`src/rtl/mmrx_pkg.sv`:
```
package mmrx_pkg;
  localparam int DW = 8;

  typedef enum logic [1:0] {
    M_NORM = 2'd0,
    M_MPRC = 2'd1,
    M_SYNC = 2'd2,
    M_LINS = 2'd3
  } rx_mode_t;

  typedef enum logic [2:0] {
    S_IDLE,
    S_START,
    S_DATA,
    S_PAR,
    S_ADB,
    S_STOP
  } rx_state_t;

  // right-shift register holds a 7-bit word in its upper bits
  function automatic logic [DW-1:0] align_byte(logic [DW-1:0] s, logic seven);
    return seven ? {1'b0, s[DW-1:1]} : s;
  endfunction

  // 1 when the received parity bit does not match the chosen sense
  function automatic logic parity_bad(logic [DW-1:0] d, logic pbit, logic odd);
    return (^d) ^ pbit ^ odd;
  endfunction

  function automatic logic [3:0] last_bit_idx(rx_mode_t m, logic len7);
    return (m == M_NORM && len7) ? 4'd6 : 4'd7;
  endfunction
endpackage

```
`src/rtl/mmrx_framer.sv`:
```
module mmrx_framer
  import mmrx_pkg::*;
#(
  parameter int OVS = 8
) (
  input  logic          clk,
  input  logic          rst_n,
  input  logic          rxd,
  input  logic          tick,
  input  rx_mode_t      mode,
  input  logic          sync_frame,
  input  logic          len7,
  input  logic          par_en,
  input  logic          par_odd,
  output logic          fr_done,
  output logic [DW-1:0] fr_data,
  output logic          fr_ad,
  output logic          fr_perr,
  output logic          fr_ferr
);
  localparam int CW = (OVS > 2) ? $clog2(OVS) : 1;
  localparam logic [CW-1:0] BIT_END = CW'(OVS - 1);
  localparam logic [CW-1:0] MID_END = CW'(OVS / 2 - 1);

  rx_state_t     st;
  logic [CW-1:0] cnt;
  logic [3:0]    bidx;
  logic [DW-1:0] sreg;
  logic          ad_q, pe_q;

  logic is_sync, unframed, seven, has_par, has_ad;
  logic at_bit, at_mid;
  logic [3:0] last_idx;
  logic [DW-1:0] shifted;

  assign is_sync  = (mode == M_SYNC);
  assign unframed = is_sync & ~sync_frame;
  assign seven    = (mode == M_NORM) & len7;
  assign has_par  = (mode == M_NORM) & par_en;
  assign has_ad   = (mode == M_MPRC);
  assign last_idx = last_bit_idx(mode, len7);
  assign at_bit   = tick & (is_sync | (cnt == BIT_END));
  assign at_mid   = tick & (cnt == MID_END);
  assign shifted  = {rxd, sreg[DW-1:1]};

  always_comb begin
    fr_done = 1'b0;
    fr_data = align_byte(sreg, seven);
    fr_ad   = ad_q;
    fr_perr = pe_q;
    fr_ferr = 1'b0;
    if (st == S_STOP && at_bit) begin
      fr_done = 1'b1;
      fr_ferr = ~rxd;
    end else if (st == S_DATA && at_bit && unframed && bidx == last_idx) begin
      fr_done = 1'b1;
      fr_data = shifted;
      fr_ad   = 1'b0;
      fr_perr = 1'b0;
    end
  end

  always_ff @(posedge clk or negedge rst_n) begin
    if (!rst_n) begin
      st   <= S_IDLE;
      cnt  <= '0;
      bidx <= '0;
      sreg <= '0;
      ad_q <= 1'b0;
      pe_q <= 1'b0;
    end else begin
      case (st)
        S_IDLE: if (tick) begin
          pe_q <= 1'b0;
          ad_q <= 1'b0;
          cnt  <= '0;
          if (unframed) begin
            sreg <= shifted;
            bidx <= 4'd1;
            st   <= S_DATA;
          end else if (!rxd) begin
            bidx <= 4'd0;
            st   <= is_sync ? S_DATA : S_START;
          end
        end
        S_START: if (tick) begin
          if (at_mid) begin
            cnt <= '0;
            st  <= rxd ? S_IDLE : S_DATA;
          end else begin
            cnt <= cnt + 1'b1;
          end
        end
        S_DATA: begin
          if (at_bit) begin
            sreg <= shifted;
            bidx <= bidx + 4'd1;
            cnt  <= '0;
            if (bidx == last_idx)
              st <= unframed ? S_IDLE : has_par ? S_PAR : has_ad ? S_ADB : S_STOP;
          end else if (tick) begin
            cnt <= cnt + 1'b1;
          end
        end
        S_PAR: begin
          if (at_bit) begin
            pe_q <= parity_bad(align_byte(sreg, seven), rxd, par_odd);
            cnt  <= '0;
            st   <= S_STOP;
          end else if (tick) begin
            cnt <= cnt + 1'b1;
          end
        end
        S_ADB: begin
          if (at_bit) begin
            ad_q <= rxd;
            cnt  <= '0;
            st   <= S_STOP;
          end else if (tick) begin
            cnt <= cnt + 1'b1;
          end
        end
        S_STOP: begin
          if (at_bit) begin
            cnt <= '0;
            st  <= S_IDLE;
          end else if (tick) begin
            cnt <= cnt + 1'b1;
          end
        end
        default: st <= S_IDLE;
      endcase
    end
  end

  // a start bit that reads high at its midpoint returns to idle
  a_r12_false_start: assert property (@(posedge clk) disable iff (!rst_n)
    (st == S_START && tick && cnt == MID_END && rxd) |=> (st == S_IDLE));

  // framed sync mode takes the low strobe as the start bit and goes to data
  a_r5_sync_start: assert property (@(posedge clk) disable iff (!rst_n)
    (st == S_IDLE && tick && mode == M_SYNC && sync_frame && !rxd) |=> (st == S_DATA));

  // unframed sync completion never reports a framing error
  a_r6_unframed_no_fe: assert property (@(posedge clk) disable iff (!rst_n)
    (fr_done && mode == M_SYNC && !sync_frame) |-> !fr_ferr);
endmodule

```
`src/rtl/mmrx_status.sv`:
```
module mmrx_status
  import mmrx_pkg::*;
(
  input  logic          clk,
  input  logic          rst_n,
  input  logic          fr_done,
  input  logic [DW-1:0] fr_data,
  input  logic          fr_ad,
  input  logic          fr_perr,
  input  logic          fr_ferr,
  input  rx_mode_t      mode,
  input  logic          rd_strobe,
  input  logic          err_clr,
  input  logic          irq_en,
  output logic [DW-1:0] rx_byte,
  output logic          rx_adr_flag,
  output logic          data_rdy,
  output logic          perr,
  output logic          oerr,
  output logic          ferr,
  output logic          rx_irq
);
  logic pe_evt, oe_evt, fe_evt;

  assign pe_evt = fr_done & fr_perr & (mode == M_NORM);
  assign oe_evt = fr_done & data_rdy & ~rd_strobe;
  assign fe_evt = fr_done & fr_ferr;

  always_ff @(posedge clk or negedge rst_n) begin
    if (!rst_n) begin
      rx_byte     <= '0;
      rx_adr_flag <= 1'b0;
      data_rdy    <= 1'b0;
      perr        <= 1'b0;
      oerr        <= 1'b0;
      ferr        <= 1'b0;
    end else begin
      if (fr_done) begin
        rx_byte     <= fr_data;
        rx_adr_flag <= fr_ad;
      end
      data_rdy <= fr_done | (data_rdy & ~rd_strobe);
      perr     <= (perr & ~err_clr) | pe_evt;
      oerr     <= (oerr & ~err_clr) | oe_evt;
      ferr     <= (ferr & ~err_clr) | fe_evt;
    end
  end

  assign rx_irq = irq_en & (data_rdy | perr | oerr | ferr);

  // completion always leaves data-ready set
  a_r2_done_sets_rdy: assert property (@(posedge clk) disable iff (!rst_n)
    fr_done |=> data_rdy);

  // completion over unread data raises overrun
  a_r8_overrun: assert property (@(posedge clk) disable iff (!rst_n)
    (fr_done && data_rdy && !rd_strobe) |=> oerr);

  // completions in modes 1 and 3 never raise parity error
  a_r9_no_pe_mode13: assert property (@(posedge clk) disable iff (!rst_n)
    (fr_done && mode[0] && !perr) |=> !perr);

  // no interrupt without the enable
  a_r10_irq_gated: assert property (@(posedge clk) disable iff (!rst_n)
    rx_irq |-> irq_en);

  // a read with no completion clears data-ready
  a_r11_read_clears: assert property (@(posedge clk) disable iff (!rst_n)
    (rd_strobe && !fr_done) |=> !data_rdy);
endmodule

```
`src/rtl/mmrx_top.sv`:
```
module mmrx_top
  import mmrx_pkg::*;
#(
  parameter int OVS = 8
) (
  input  logic       clk,
  input  logic       rst_n,
  input  logic       rxd,
  input  logic       smp_tick,
  input  logic [1:0] mode,
  input  logic       sync_frame,
  input  logic       cfg_len7,
  input  logic       cfg_par_en,
  input  logic       cfg_par_odd,
  input  logic       rx_irq_en,
  input  logic       rd_strobe,
  input  logic       err_clr,
  output logic [7:0] rx_byte,
  output logic       rx_adr_flag,
  output logic       data_rdy,
  output logic       perr,
  output logic       oerr,
  output logic       ferr,
  output logic       rx_irq
);
  rx_mode_t      mode_e;
  logic          fr_done, fr_ad, fr_perr, fr_ferr;
  logic [DW-1:0] fr_data;

  assign mode_e = rx_mode_t'(mode);

  mmrx_framer #(.OVS(OVS)) u_framer (
    .clk        (clk),
    .rst_n      (rst_n),
    .rxd        (rxd),
    .tick       (smp_tick),
    .mode       (mode_e),
    .sync_frame (sync_frame),
    .len7       (cfg_len7),
    .par_en     (cfg_par_en),
    .par_odd    (cfg_par_odd),
    .fr_done    (fr_done),
    .fr_data    (fr_data),
    .fr_ad      (fr_ad),
    .fr_perr    (fr_perr),
    .fr_ferr    (fr_ferr)
  );

  mmrx_status u_status (
    .clk         (clk),
    .rst_n       (rst_n),
    .fr_done     (fr_done),
    .fr_data     (fr_data),
    .fr_ad       (fr_ad),
    .fr_perr     (fr_perr),
    .fr_ferr     (fr_ferr),
    .mode        (mode_e),
    .rd_strobe   (rd_strobe),
    .err_clr     (err_clr),
    .irq_en      (rx_irq_en),
    .rx_byte     (rx_byte),
    .rx_adr_flag (rx_adr_flag),
    .data_rdy    (data_rdy),
    .perr        (perr),
    .oerr        (oerr),
    .ferr        (ferr),
    .rx_irq      (rx_irq)
  );
endmodule

```
`config.mk`:
```
export PLATFORM = sky130hd
export DESIGN_NAME = mmrx_top
export DESIGN_NICKNAME = d
export VERILOG_FILES = /design/src/rtl/mmrx_pkg.sv /design/src/rtl/mmrx_framer.sv /design/src/rtl/mmrx_status.sv /design/src/rtl/mmrx_top.sv
export SDC_FILE = /design/constraint.sdc
export NUM_CORES = 1
export LEC_CHECK = 0
export BUFFER_PORTS_ARGS = -buffer_cell sky130_fd_sc_hd__buf_2
export CAP_MARGIN = 20
export CORE_MARGIN = 4
export CORE_UTILIZATION = 45
export DETAILED_ROUTE_END_ITERATION = 16
export PLACE_DENSITY = 0.68
export SLEW_MARGIN = 10
export SYNTH_ARGS = -nofsm -noshare
export SYNTH_HDL_FRONTEND = slang
export SYNTH_SLANG_ARGS = --single-unit
```
`constraint.sdc`:
```
create_clock -name clk -period 2.7 [get_ports clk]
set_input_delay 0.54 -clock clk [delete_from_list [all_inputs] [get_ports clk]]
set_output_delay 0.54 -clock clk [all_outputs]
set_load 0.02 [all_outputs]
```
## Word-level counts from Yosys, hierarchy flattened

Cells that the tools add are included.

| word-level totals | value |
|---|---|
| register bits | 33 |
| latch bits | 0 |
| bits in writable memories | 0 |
| ROM bits | 0 |
| input bits | 13 |
| output and inout port bits | 14 |
| memories kept | 0 |

| operators by class | value |
|---|---|
| add/sub/neg operators | 2 |
| multipliers | 0 |
| div/mod/pow operators | 0 |
| order comparisons | 0 |
| eq/ne operators | 22 |
| shift operators | 0 |
| mux-type cells | 46 |
| bitwise operators | 29 |
| reductions and logical operators | 20 |

Operator list:

| kind | count |
|---|---|
| two-way mux 3 bit | 16 |
| two-way mux 8 bit | 6 |
| two-way mux 4 bit | 4 |
| one-hot mux 8 bit (2 select lines) | 1 |
| AND 1 bit | 15 |
| one-hot mux 3 bit (5 select lines) | 1 |
| != test 2 x 1 -> 1 bit (second input constant) | 7 |
| two-way mux 1 bit | 12 |
| AND reduction 4 bit | 3 |
| equality test 3 x 2 -> 1 bit (second input constant) | 3 |
| equality test 3 bit (second input constant) | 3 |
| one-hot mux 3 bit (3 select lines) | 1 |
| bitwise OR 1 bit | 8 |
| one-hot mux 4 bit (2 select lines) | 1 |
| AND reduction 8 bit | 1 |
| XOR reduction 8 bit | 1 |
| != test 2 bit (second input constant) | 3 |
| AND reduction 3 bit | 2 |
| nonzero test 2 bit | 3 |
| logical AND 1 bit | 5 |
| adder 4 x 1 -> 4 bit (second input constant) | 1 |
| equality test 4 bit | 1 |
| two-way mux 2 bit | 2 |
| NOT 1 bit | 4 |
| other kinds (13) | 15 |

## Logic depth before layout (Yosys ltp)

Gate-level depths: netlist (run 1).

| depth | value |
|---|---|
| word-level depth | 11 |
| gate-level depth with buffers | 8 |
| mapped depth without buffers | 7 |

## By module

From an unflattened synthesis (run 1), not the netlist that was laid out.

| second synthesis, totals | value |
|---|---|
| cell total of the unflattened synthesis | 187 |
| area, all modules | 1,964.4 µm² |

By module, submodules not included:

| module | instances | cells an instance | area an instance (µm²) | sequential area each (µm²) |
|---|---|---|---|---|
| mmrx_framer | 1 | 156 | 1,441.4 | 500.5 |
| mmrx_status | 1 | 31 | 523.0 | 325.3 |

## Worst setup path before layout (run 1)

OpenSTA, ideal clock, no wires.

| timing path | value |
|---|---|
| path kind | input -> register |
| start | input mode[0] |
| end | register u_framer.sreg[0] |
| library setup time | 0.125 ns |
| arrival | 2.250 ns |
| path slack | 0.325 ns |
| stages on the path | 5 |
| path through | or3b_4 a211o_1 a211oi_2 a21boi_4 mux2_2 |

| between the ends | value |
|---|---|
| cells in the longest elaborated chain, start to end | 5 |
| elaborated cells between the ends (all ways) | 7 |
| classes of those cells | eq/ne: 3; bitwise: 3; reduce/logical: 1 |

Ends and longest elaborated chain:

| element | RTL line | text |
|---|---|---|
| from (decl) | mmrx_top.sv:10 | `input logic [1:0] mode,` |
| equality test 2 bit (*) | mmrx_framer.sv:36 | `assign is_sync = (mode == M_SYNC);` |
| bitwise OR 1 bit | mmrx_framer.sv:42 | `assign at_bit = tick & (is_sync \| (cnt == BIT_END));` |
| AND 1 bit | mmrx_framer.sv:42 |  |
| != test 2 x 1 -> 1 bit (no source line) | n/a |  |
| AND reduction 4 bit (no source line) (*) | n/a |  |
| to (signal assigned) | mmrx_framer.sv:78 | `sreg <= shifted;` |
| to (signal assigned) | mmrx_framer.sv:96 | `sreg <= shifted;` |
| to (decl) | mmrx_framer.sv:28 | `logic [DW-1:0] sreg;` |

Mark *: on every way between the ends. The rest lies on a longest branch, timed or not.
A chain may end at the register's enable or synchronous reset.

## Worst setup path after layout (run 1)

| timing path | value |
|---|---|
| start | register u_framer.st[2] |
| end | register u_status.rx_byte[0] |

| between the ends | value |
|---|---|
| cells in the longest elaborated chain, start to end | 6 |
| elaborated cells between the ends (all ways) | 10 |
| classes of those cells | eq/ne: 2; mux: 4; reduce/logical: 4 |

Ends and longest elaborated chain:

| element | RTL line | text |
|---|---|---|
| from (decl) | mmrx_framer.sv:25 | `rx_state_t st;` |
| from (signal assigned) | mmrx_framer.sv:83 | `st <= is_sync ? S_DATA : S_START;` |
| from (signal assigned) | mmrx_framer.sv:89 | `st <= rxd ? S_IDLE : S_DATA;` |
| from (signal assigned) | mmrx_framer.sv:100 | `st <= unframed ? S_IDLE : has_par ? S_PAR : has_ad ? S_ADB : S_STOP;` |
| equality test 3 x 2 -> 1 bit | mmrx_framer.sv:55 | `end else if (st == S_DATA && at_bit && unframed && bidx == last_idx) begin` |
| logical AND 1 bit (3 in series) | mmrx_framer.sv:55 |  |
| two-way mux 8 bit or two-way mux 1 bit (tied branches) | mmrx_framer.sv:55 |  |
| two-way mux 8 bit or two-way mux 1 bit (tied branches) | mmrx_framer.sv:52 | `if (st == S_STOP && at_bit) begin` |
| to (signal assigned) | mmrx_status.sv:39 | `rx_byte <= fr_data;` |
| to (decl) | mmrx_status.sv:15 | `output logic [DW-1:0] rx_byte,` |

Several ways; a longest one is shown, not always the timed one.

==> out/qor.yml, run 1 <==
hold_ws_ns: 0.307
fin_nets: 235
synthTopCellsByArea: "dfrtp_1 (44%), mux2_2 (5.4%), xnor2_1 (3.8%)"
die_w_um: 72.4
clock_sinks: 33
start_kind: "flop"
syn_to_final_growth_pct: 15.6
p_leak_nw: 0.982
initial_utilization_pct: 46.6
crit_start: "u_framer.st[2]"
placed_area_um2: 2070
min_period_ns: 2.31
dr.first_iter.drc_count: 91
gp_congestion: 0.822
grt_pass1_wl_um: 7030
async_flop_share_pct: 100
numPortBuffers: 26
grt.busiest_layer: "met2"
tightest_slew_ns: 0.746
grt_use_met2_pct: 25.4
timing.reg2reg.setup_slack_ns: 0.39
wire_per_inst_um: 15.2
cpMaxStageDelayCell: "or3b_1"
ios: 27
hpwl_um: 2870
clock-skew-final_ns: 0.00698
cpPeakStageDelay_ns: 0.52
rsz0062_at_grt: "false"
met3_usage_pct: 4.99
ctsResizeCount: 0
worstReg2RegEnd: "u_status.rx_byte[0]"
synth-seq-cells: 33
worstPathArrival_ns: 2.50
die_y_um: 72.4
synth_edf_count: 0
synth_xor_area_share_pct: 4.70
slew_violations: 0
synth_fa_ha_area_share_pct: 2.68
clockRootBuffer: "clkbuf_8"
setup-tns-final_ns: 0
cts_buffer_depth: 2
ir_drop_mv: 0.537
synthMuxAreaShare_pct: 7.05
ys.warnings.count: 0
cts_max_level: 2
worstRegToRegCells: 5
diodes: 0
ant_nets: 0
synthFlopType: "dfrtp_1"
final_area_um2: 2160
critPathKind: "reg2reg"
preCtsSetupSlack_ns: 0.113
fp.dieArea_um2: 5240
netlist_area_um2: 1860
postCtsSetupBuffers: 0
synthSimpleGateAreaFrac_pct: 13.0
avgSynthCellArea_um2: 10.0
status: "complete, no violations"
syn_inst: 186
clkTransAtPathRegs_ns: 0.07
synth_cell_type_count: 51
overflow: 0
hold_buffers: 0
hold_path_class: "in2async"
cts_buffers: 5
layout_setup_ws_ns: 0.386
num-fill-cells: 382
synth_top_area_cell: "dfrtp_1"
grt_pass1_vias: 1453
grt_antenna_before_repair: 0
insertion_delay_ns: 0.29
synth_top_family_by_area: "compound AO/OA/AOI/OAI gates"
synth_compound_area_share_pct: 23.8
finalCritPeriodShare_pct: 85.7
crit_path_end_kind: "flop"
vias: 1474
grt_max_degree: 34
cp_max_fo: 7
drt-vias-per-instance: 5.48
crit_path_cell_trace: "or3b_1 > or4_1 > nor4_1 > a31oi_1 > o221a_2"
drc_errors: 0
placementRows: 23
drv_cap: 0
ys_seq_area_share_pct: 44.3
drt_wl_total_um: 4090
firstDrtPassIters: 4
clock.fmax_mhz: 432
synth_top_cell_area_share_pct: 44.3
final_layout_size_suffix_gt1_share_pct: 25.6
grt_usage_pct: 17.4
hold_viol: 0
powerDensity_nw_per_um2: 906
critPathRequiredTime_ns: 2.88
core_um2: 4000
grtUsageMet1_pct: 24.3
rr_startpoint: "u_framer.st[2]"
tritoncts: "yes"
max_slew_margin_pct: 50.3
synth_nets: 203
total_power_w: 0.00195
setup_violations: 0
-- how the worst max path moves through the flow --
stage and end:
4_1_cts u_status.rx_byte[0], 6_report u_status.rx_byte[0], 3_5_place_dp u_framer.sreg[3], 2_1_floorplan u_framer.sreg[0]
5_1_grt u_status.rx_byte[0], 3_3_place_gp u_framer.sreg[1]
-- layout make-up --
| class | count | area (um^2) | area share (%) |
|---|---|---|---|
| clock buffers | 6 | 72.6 | 3.37 |
| inverters | 13 | 48.8 | 2.26 |
| multi-input cells | 132 | 953 | 44.2 |
| clock inverters | 2 | 10.0 | 0.464 |
| flip-flops and latches | 33 | 826 | 38.3 |
| repair buffers | 33 | 183 | 8.47 |
| well taps | 50 | 62.6 | 2.90 |
-- logic make-up after synthesis --
logic type               after synthesis
AO/OA/AOI/OAI                         58
XOR/XNOR                              10
adder cells (fa/ha/maj)                4
buffers and inverters                 21
flip-flops                            33
multiplexers                          12
AND/OR/NAND/NOR                       48
-- synth_stat cells (2+ instances only) --
cell       number
clkbuf_1        5
a21o_1          2
nor4_1          2
nand2_1        18
a21oi_1         7
o21ai_0         8
o211ai_1        2
nand3_1         2
nand2b_1        2
buf_2           2
ha_1            4
o32a_1          6
xnor2_1         8
nor3_1          2
nor2_1         10
o31ai_1         4
o2bb2ai_1       2
or2_2           2
dfrtp_1        33
o21a_1          8
o22ai_1         3
xor2_1          2
inv_1          13
mux2i_1         3
mux2_2          9
nor2b_1         2
-- sequential cells by signal, summed over array words and instances (netlist names) --
signal and flops:
u_framer.cnt 3, u_status.rx_adr_flag 1, u_framer.bidx 4, u_status.oerr 1, u_status.perr 1, u_framer.ad_q 1, u_framer.st 3, u_status.data_rdy 1
u_status.ferr 1, u_framer.pe_q 1, u_framer.sreg 8, u_status.rx_byte 8
-- power by group --
part / total, W / internal (W) / leakage, nW / switching (W)
combinational: 0.000820 / 0.000388 / 0.501 / 0.000433
clock: 0.000367 / 0.000179 / 0.0450 / 0.000189
sequential: 0.000765 / 0.000645 / 0.437 / 0.000120
total: 0.00195 / 0.00121 / 0.982 / 0.000742
-- cells in the final DEF (no fill, tap or decap), drive strengths merged, types with 7 or more instances in the layout --
| cell type | n |
|---|---|
| a21oi | 7 |
| buf | 33 |
| dfrtp | 33 |
| inv | 13 |
| mux2 | 9 |
| nand2 | 18 |
| nor2 | 10 |
| o21a | 8 |
| o21ai | 9 |
| xnor2 | 8 |
-- worst max-delay path: cells and delay by family (launching register included) --
kind,cells,cell delay [ns]
AOI/OAI and AO/OA,2,0.56
DFF,1,0.37
and+or+nand+nor,3,1.27
-- metrics by stage --
| step | util [%] | instances |
|---|---|---|
| floorplan | - | 186 |
| global placement | 51.8 | 261 |
| detailed placement | 51.8 | 261 |
| CTS | 53.9 | 269 |
| global route | 53.9 | 269 |
| finish | 53.9 | 269 |
-- per-layer routing --
metal / share of wire [%] / vias up
li1: - / 736
met1: 50 / 711
met2: 45 / 21
met3: 3.7 / 6
met4: 1.7 / 0
met5: 0 / -
(Power assumes the default switching activity.)
==> inputs of run 2 (changes only) <==
Settings changed: ABC_AREA set to 1.
==> run 2 against run 1 <==
Register-to-register slack gained 0.44 ns. Clock skew is 0.0027 ns lower. Sequential share of layout area shrank 1.7 points. Clock power is 10% higher. Non-clock buffer count shrank 6. Utilization is 0.60 points higher. Die area grew 6.4%. Via count up 22%. Combinational power is 20% higher. Largest cell class unchanged.
==> out/qor.yml, run 2 <==
crit_path_end_kind: "flop"
ant_nets: 0  # unchanged
crit_path_cell_trace: "ha_1 > ha_1 > nor2_1 > nor2_2 > nand2_1 > nor3_4 > nor2_2 > nand2_1 > o211ai_1"
slew_violations: 0  # unchanged
synth_top_area_cell: "dfrtp_1"
syn_inst: 266  # +43%
intPower_w: 0.00123  # +1.6%
p_switching_w: 0.000964  # +30%
wire_per_inst_um: 12.6  # -17%
num-fill-cells: 408  # +6.8%
clock-skew-final_ns: 0.00433  # -0.00266 ns
diodes: 0  # unchanged
start_kind: "flop"
critPathTopFamily: "simple AND/OR/NAND/NOR gates"
powerDensity_nw_per_um2: 972  # +7.3%
ctsResizeCount: 0  # unchanged
swShare_pct: 43.9  # +6.0 points
final_layout_size_suffix_gt1_share_pct: 18.3  # -7.3 points
synth-seq-cells: 33  # unchanged
ys_seq_area_share_pct: 41.3  # -3.0 points
grt_antenna_before_repair: 0  # unchanged
clkTransAtPathRegs_ns: 0.06  # about the same
hpwl_um: 3300  # +15%
clockRootBuffer: "clkbuf_8"
firstDrtPassIters: 4  # unchanged
hold_path_class: "in2async"
ys.warnings.count: 0  # unchanged
top_regs: "u_framer.sreg (8), u_status.rx_byte (8), u_framer.bidx (4)"
die_w_um: 74.7  # +3.2%
ios: 27  # unchanged
drv_cap: 0  # unchanged
grt_max_degree: 34  # unchanged
timing.reg2reg.setup_slack_ns: 0.82  # +0.44 ns
fin_nets: 311  # +32%
tritoncts: "yes"
crit_cells: 9  # +4
grt_pass1_vias: 1708  # +18%
drc_errors: 0  # unchanged
synth.most_common_cell: "nand2_1"
netlist_area_um2: 2000  # +7.2%
core_um2: 4140  # +3.6%
critPathKind: "reg2reg"
drt_wl_total_um: 4340  # +6.2%
worstRegToRegCells: 9  # +4
worstReg2RegEnd: "u_status.rx_byte[3]"
synthFlopType: "dfrtp_1"
power_frac_comb_pct: 44.7  # +2.7 points
synth_nets: 283  # +39%
numPortBuffers: 26  # unchanged
final_area_um2: 2260  # +4.8%
cts_buffer_depth: 2  # unchanged
seqPwrFrac_pct: 36.8  # -2.4 points
max_slew_margin_pct: 51.0  # +0.71 points
tightest_slew_ns: 0.735  # -0.0107 ns
synthTopCellsByCount: "nand2_1 (82), nand3_1 (34), dfrtp_1 (33), inv_1 (25)"
setup-tns-final_ns: 0  # unchanged
cts_buffers: 5  # unchanged
final_cells: 345  # +28%
hold_viol: 0  # unchanged
finalCritPeriodShare_pct: 69.5  # -16 points
setup_violations: 0  # unchanged
rr_startpoint: "u_framer.cnt[0]"
cpPeakStageDelay_ns: 0.37  # -0.15 ns
worstPathArrival_ns: 2.03  # -0.47 ns
hold_ws_ns: 0.317  # +0.00957 ns
placed_area_um2: 2160  # +4.0%
grt_usage_pct: 17.4  # -0.063 points
cp_max_fo: 11  # +4
final_cell_mix: "nand2_1 (82), nand3_1 (34), dfrtp_1 (33)"
placedCellCount: 337  # +29%
synth_edf_count: 0  # unchanged
postCtsSetupBuffers: 0  # unchanged
synthTopCellsByArea: "dfrtp_1 (41%), nand2_1 (15%), nand3_1 (8.5%)"
gp_congestion: 0.867  # +5.5%
synth_cell_type_count: 35  # -31%
dr.first_iter.drc_count: 106  # +16%
fp.dieArea_um2: 5570  # +6.4%
min_period_ns: 1.88  # -0.436 ns
hold_buffers: 0  # unchanged
critPathRequiredTime_ns: 2.85  # -0.03 ns
syn_to_final_growth_pct: 13.0
vias: 1795  # +22%
ir_drop_mv: 0.345  # -36%
overflow: 0  # unchanged
grt_pass1_wl_um: 7540  # +7.3%
p_leak_nw: 1.18  # +20%
layout.cells.most_common: "nand2_1"
placementRows: 23  # unchanged
pwr-share-clk_pct: 18.5  # -0.3 points
die_y_um: 74.7  # +3.2%
clock.fmax_mhz: 533  # +23%
drt-vias-per-instance: 5.20  # -5.0%
rsz0062_at_grt: "false"
synth_top_cell_area_share_pct: 41.3  # -3.0 points
clock_sinks: 33  # unchanged
cts_max_level: 2  # unchanged
status: "complete, no violations"
insertion_delay_ns: 0.28  # about the same
cp_num_buf_inv: 0  # unchanged
avgSynthCellArea_um2: 7.52  # -25%
async_flop_share_pct: 100  # unchanged
initial_utilization_pct: 48.2  # +1.6 points
cpMaxStageDelayCell: "dfrtp_1"
## run 2: cell types whose count changed in the layout (fill, tap and decap cells not counted), moves of 9 or more
cell     change
inv_1       +12
mux2_2       -9
nand2_1     +64
nand3_1     +32
o21ai_1     +11
## run 2: worst max-delay path by stage
| stage | start | to |
|---|---|---|
| 2_1_floorplan | mode[0] | u_status.rx_byte[0] |
| 5_1_grt | u_framer.cnt[0] | u_status.rx_byte[1] |
| 3_5_place_dp | mode[0] | u_status.rx_byte[3] |
| 4_1_cts | u_framer.cnt[0] | u_status.rx_byte[3] |
| 6_report | u_framer.cnt[0] | u_status.rx_byte[3] |
| 3_3_place_gp | mode[0] | u_status.rx_byte[0] |
## run 2: cells by family after synthesis
group           Yosys count  synth area share [%]
fa+ha+maj                 4                  2.50
flops                    33                  41.3
xor+xnor                  3                  1.31
compound gates           47                  14.2
mux                       1                 0.501
buf+inv                  36                  7.76
simple gates            142                  32.4
## run 2: metal layers
layer,GRT usage [%],up-vias,share of wire (%)
li1,-,934,-
met1,25.4,804,51
met2,25.9,55,41
met3,4.14,2,7.3
met4,4.74,0,0.51
met5,0,-,0
## run 2: layout make-up
cell class	instances	area, um^2	area share, %
inverters	30	113	4.99
repair buffers	27	138	6.09
clock buffers	7	96.3	4.27
clock inverters	1	5.00	0.222
well taps	50	62.6	2.77
flip-flops and latches	33	826	36.6
multi-input cells	197	1020	45.1
## run 2: power groups by stage
stage          clock, W  combinational (W)  sequential [W]
2_1_floorplan         0           0.000686        0.000851
6_report       0.000405           0.000982        0.000807
3_3_place_gp          0           0.000960        0.000814
5_1_grt        0.000435            0.00114        0.000825
4_1_cts        0.000418           0.000987        0.000803
3_5_place_dp          0           0.000984        0.000811
## run 2: through the flow
stage,power (W),setup WS [ns],utilization (%)
global placement,0.00177,0.596,52.1
CTS,0.00221,0.817,54.5
detailed placement,0.00180,0.526,52.1
global route,0.00240,0.572,54.5
floorplan,0.00154,0.984,-
finish,0.00219,0.822,54.5
==> inputs of run 3 (changes only) <==
Settings changed: ABC_AREA 1 to 0.
Clock period 2.7 ns to 1.8 ns, I/O delays scaled along.
==> run 3 against run 2 <==
The flow now finishes with violations (negative setup slack). Global-route usage up 3.6 points. Register-to-register slack worse by 1.1 ns. Clock power up 110%. Cell count down 11%. Critical endpoint is now u_status.rx_byte[6]. Largest cell class unchanged.
==> out/qor.yml, run 3 (synthesis results as in run 1) <==
clock.fmax_mhz: 486  # -8.8%
cp_max_fo: 5  # -6
core_um2: 4000  # -3.5%
grt_max_degree: 34  # unchanged
cts_buffer_depth: 2  # unchanged
overflow: 0  # unchanged
grtUsageMet1_pct: 27.0  # +1.5 points
die_y_um: 72.4  # -3.1%
slew_violations: 0  # unchanged
layout.cells.most_common: "buf_4"
clock_sinks: 33  # unchanged
grt.busiest_layer: "met2"
insertion_delay_ns: 0.29  # about the same
rsz0062_at_grt: "true"
placementRows: 23  # unchanged
top_regs: "u_framer.sreg (8), u_status.rx_byte (8), u_framer.bidx (4)"
cts_buffers: 5  # unchanged
dr.first_iter.drc_count: 126  # +19%
clock-skew-final_ns: 0.0104  # +0.00612 ns
p_leak_nw: 1.24  # +4.5%
hpwl_um: 3210  # -2.5%
clkTransAtPathRegs_ns: 0.08  # +0.02 ns
hold_ws_ns: 0.0879  # -0.229 ns
crit_path_end_kind: "flop"
finalCritPeriodShare_pct: 114  # +45 points
drt-vias-per-instance: 5.55  # +6.6%
grt_antenna_before_repair: 0  # unchanged
hold_path_class: "in2async"
firstDrtPassIters: 4  # unchanged
hold_viol: 0  # unchanged
grt_usage_pct: 21.0  # +3.6 points
status: "finished with violations"
fin_nets: 273  # -12%
numPortBuffers: 26  # unchanged
tightest_slew_ns: 0.570  # -0.166 ns
grt_pass1_wl_um: 8490  # +13%
syn_to_final_growth_pct: 45.9
setup_violations: 22  # +22
cts_max_level: 2  # unchanged
drv_cap: 0  # unchanged
initial_utilization_pct: 46.6  # -1.6 points
violations: "negative setup slack"
powerDensity_nw_per_um2: 1340  # +38%
clockRootBuffer: "clkbuf_8"
ios: 27  # unchanged
drc_errors: 0  # unchanged
start_kind: "flop"
gp_congestion: 0.838  # -3.4%
fp.dieArea_um2: 5240  # -6.0%
grt_use_met2_pct: 34.4  # +8.5 points
critPathRequiredTime_ns: 2.02  # -0.83 ns
critPathKind: "reg2reg"
total_power_w: 0.00365  # +66%
ant_nets: 0  # unchanged
tritoncts: "yes"
min_period_ns: 2.06  # +0.180 ns
die_w_um: 72.4  # -3.1%
final_layout_size_suffix_gt1_share_pct: 44.0  # +26 points
diodes: 0  # unchanged
vias: 1703  # -5.1%
final_cell_mix: "buf_4 (37), dfrtp_1 (33), buf_2 (23)"
met3_usage_pct: 4.29  # +0.15 points
final_cells: 307  # -11%
ir_drop_mv: 0.917  # +170%
layout_setup_ws_ns: -0.258  # -1.08 ns
grt_pass1_vias: 1780  # +4.2%
placedCellCount: 284  # -16%
drt_wl_total_um: 5060  # +17%
wire_per_inst_um: 16.5  # +31%
worstPathArrival_ns: 2.28  # +0.25 ns
max_slew_margin_pct: 61.5  # +11 points
## run 3: repair_timing
| action | 4_1_cts | 5_1_grt |
|---|---|---|
| pin swaps | 9 | 7 |
| setup buffers | 12 | 5 |
| endpoints found under the setup margin | 23 | 31 |
| gates resized for setup | 29 | 15 |
| hold buffers | 0 | 0 |
| gates cloned | 2 | 0 |
## run 3: final timing paths
| path | startpoint | endpoint | slack (ns) | cells past startpoint |
|---|---|---|---|---|
| hold / removal | rst_n | u_status.rx_byte[5] | 0.09 | 2 |
| hold reg to reg | u_framer.pe_q | u_framer.pe_q | 0.52 | 2 |
| min in group clk | err_clr | u_status.perr | 0.28 | 2 |
| max in group asynchronous | rst_n | u_framer.bidx[3] | 1.41 | 2 |
| setup / recovery | u_framer.st[2] | u_status.rx_byte[6] | -0.26 | 8 |
| setup reg to reg | u_framer.st[2] | u_status.rx_byte[6] | -0.26 | 8 |
## run 3: area by class of cell
type / instances / area [um^2]
Tap cell: 50 / 62.6
Sequential cell: 33 / 826
Multi-Input combinational cell: 132 / 1120
Timing Repair Buffer: 71 / 529
Inverter: 13 / 48.8
Fill cell: 289 / 1280
Clock buffer: 5 / 68.8
Clock inverter: 3 / 68.8
## run 3: per-stage QoR
step	utilization, %	setup slack (ns)	setup TNS (ns)	cell area (um^2)
floorplan	-	-0.360	-5.13	1900
global placement	57.4	-0.481	-8.09	2300
detailed placement	57.4	-0.475	-8.48	2300
CTS	67.5	-0.238	-3.20	2700
global route	68.0	-0.319	-5.03	2720
finish	68.0	-0.258	-3.17	2720
## run 3: layer usage
metal  wire length [um]  part of all wire, %  vias to the layer above
met5                  0                    0                        -
met4                119                  2.4                        0
met3                232                  4.6                       15
met2               2470                   49                       47
met1               2240                   44                      823
li1                   -                    -                      818
## run 3: critical path: stages (launching register included)
cell and delay (ns):
dfrtp_1 0.38, or3b_4 0.41, or4_4 0.44, nor4_4 0.13, buf_4 0.18, buf_6 0.13, buf_6 0.09, o32a_1 0.12
o21a_1 0.11
## run 3: power breakdown
group / internal [W] / leakage [nW] / total, W / switching, W
clock: 0.000558 / 0.0687 / 0.000850 / 0.000292
combinational: 0.000835 / 0.730 / 0.00163 / 0.000791
sequential: 0.000967 / 0.437 / 0.00118 / 0.000208
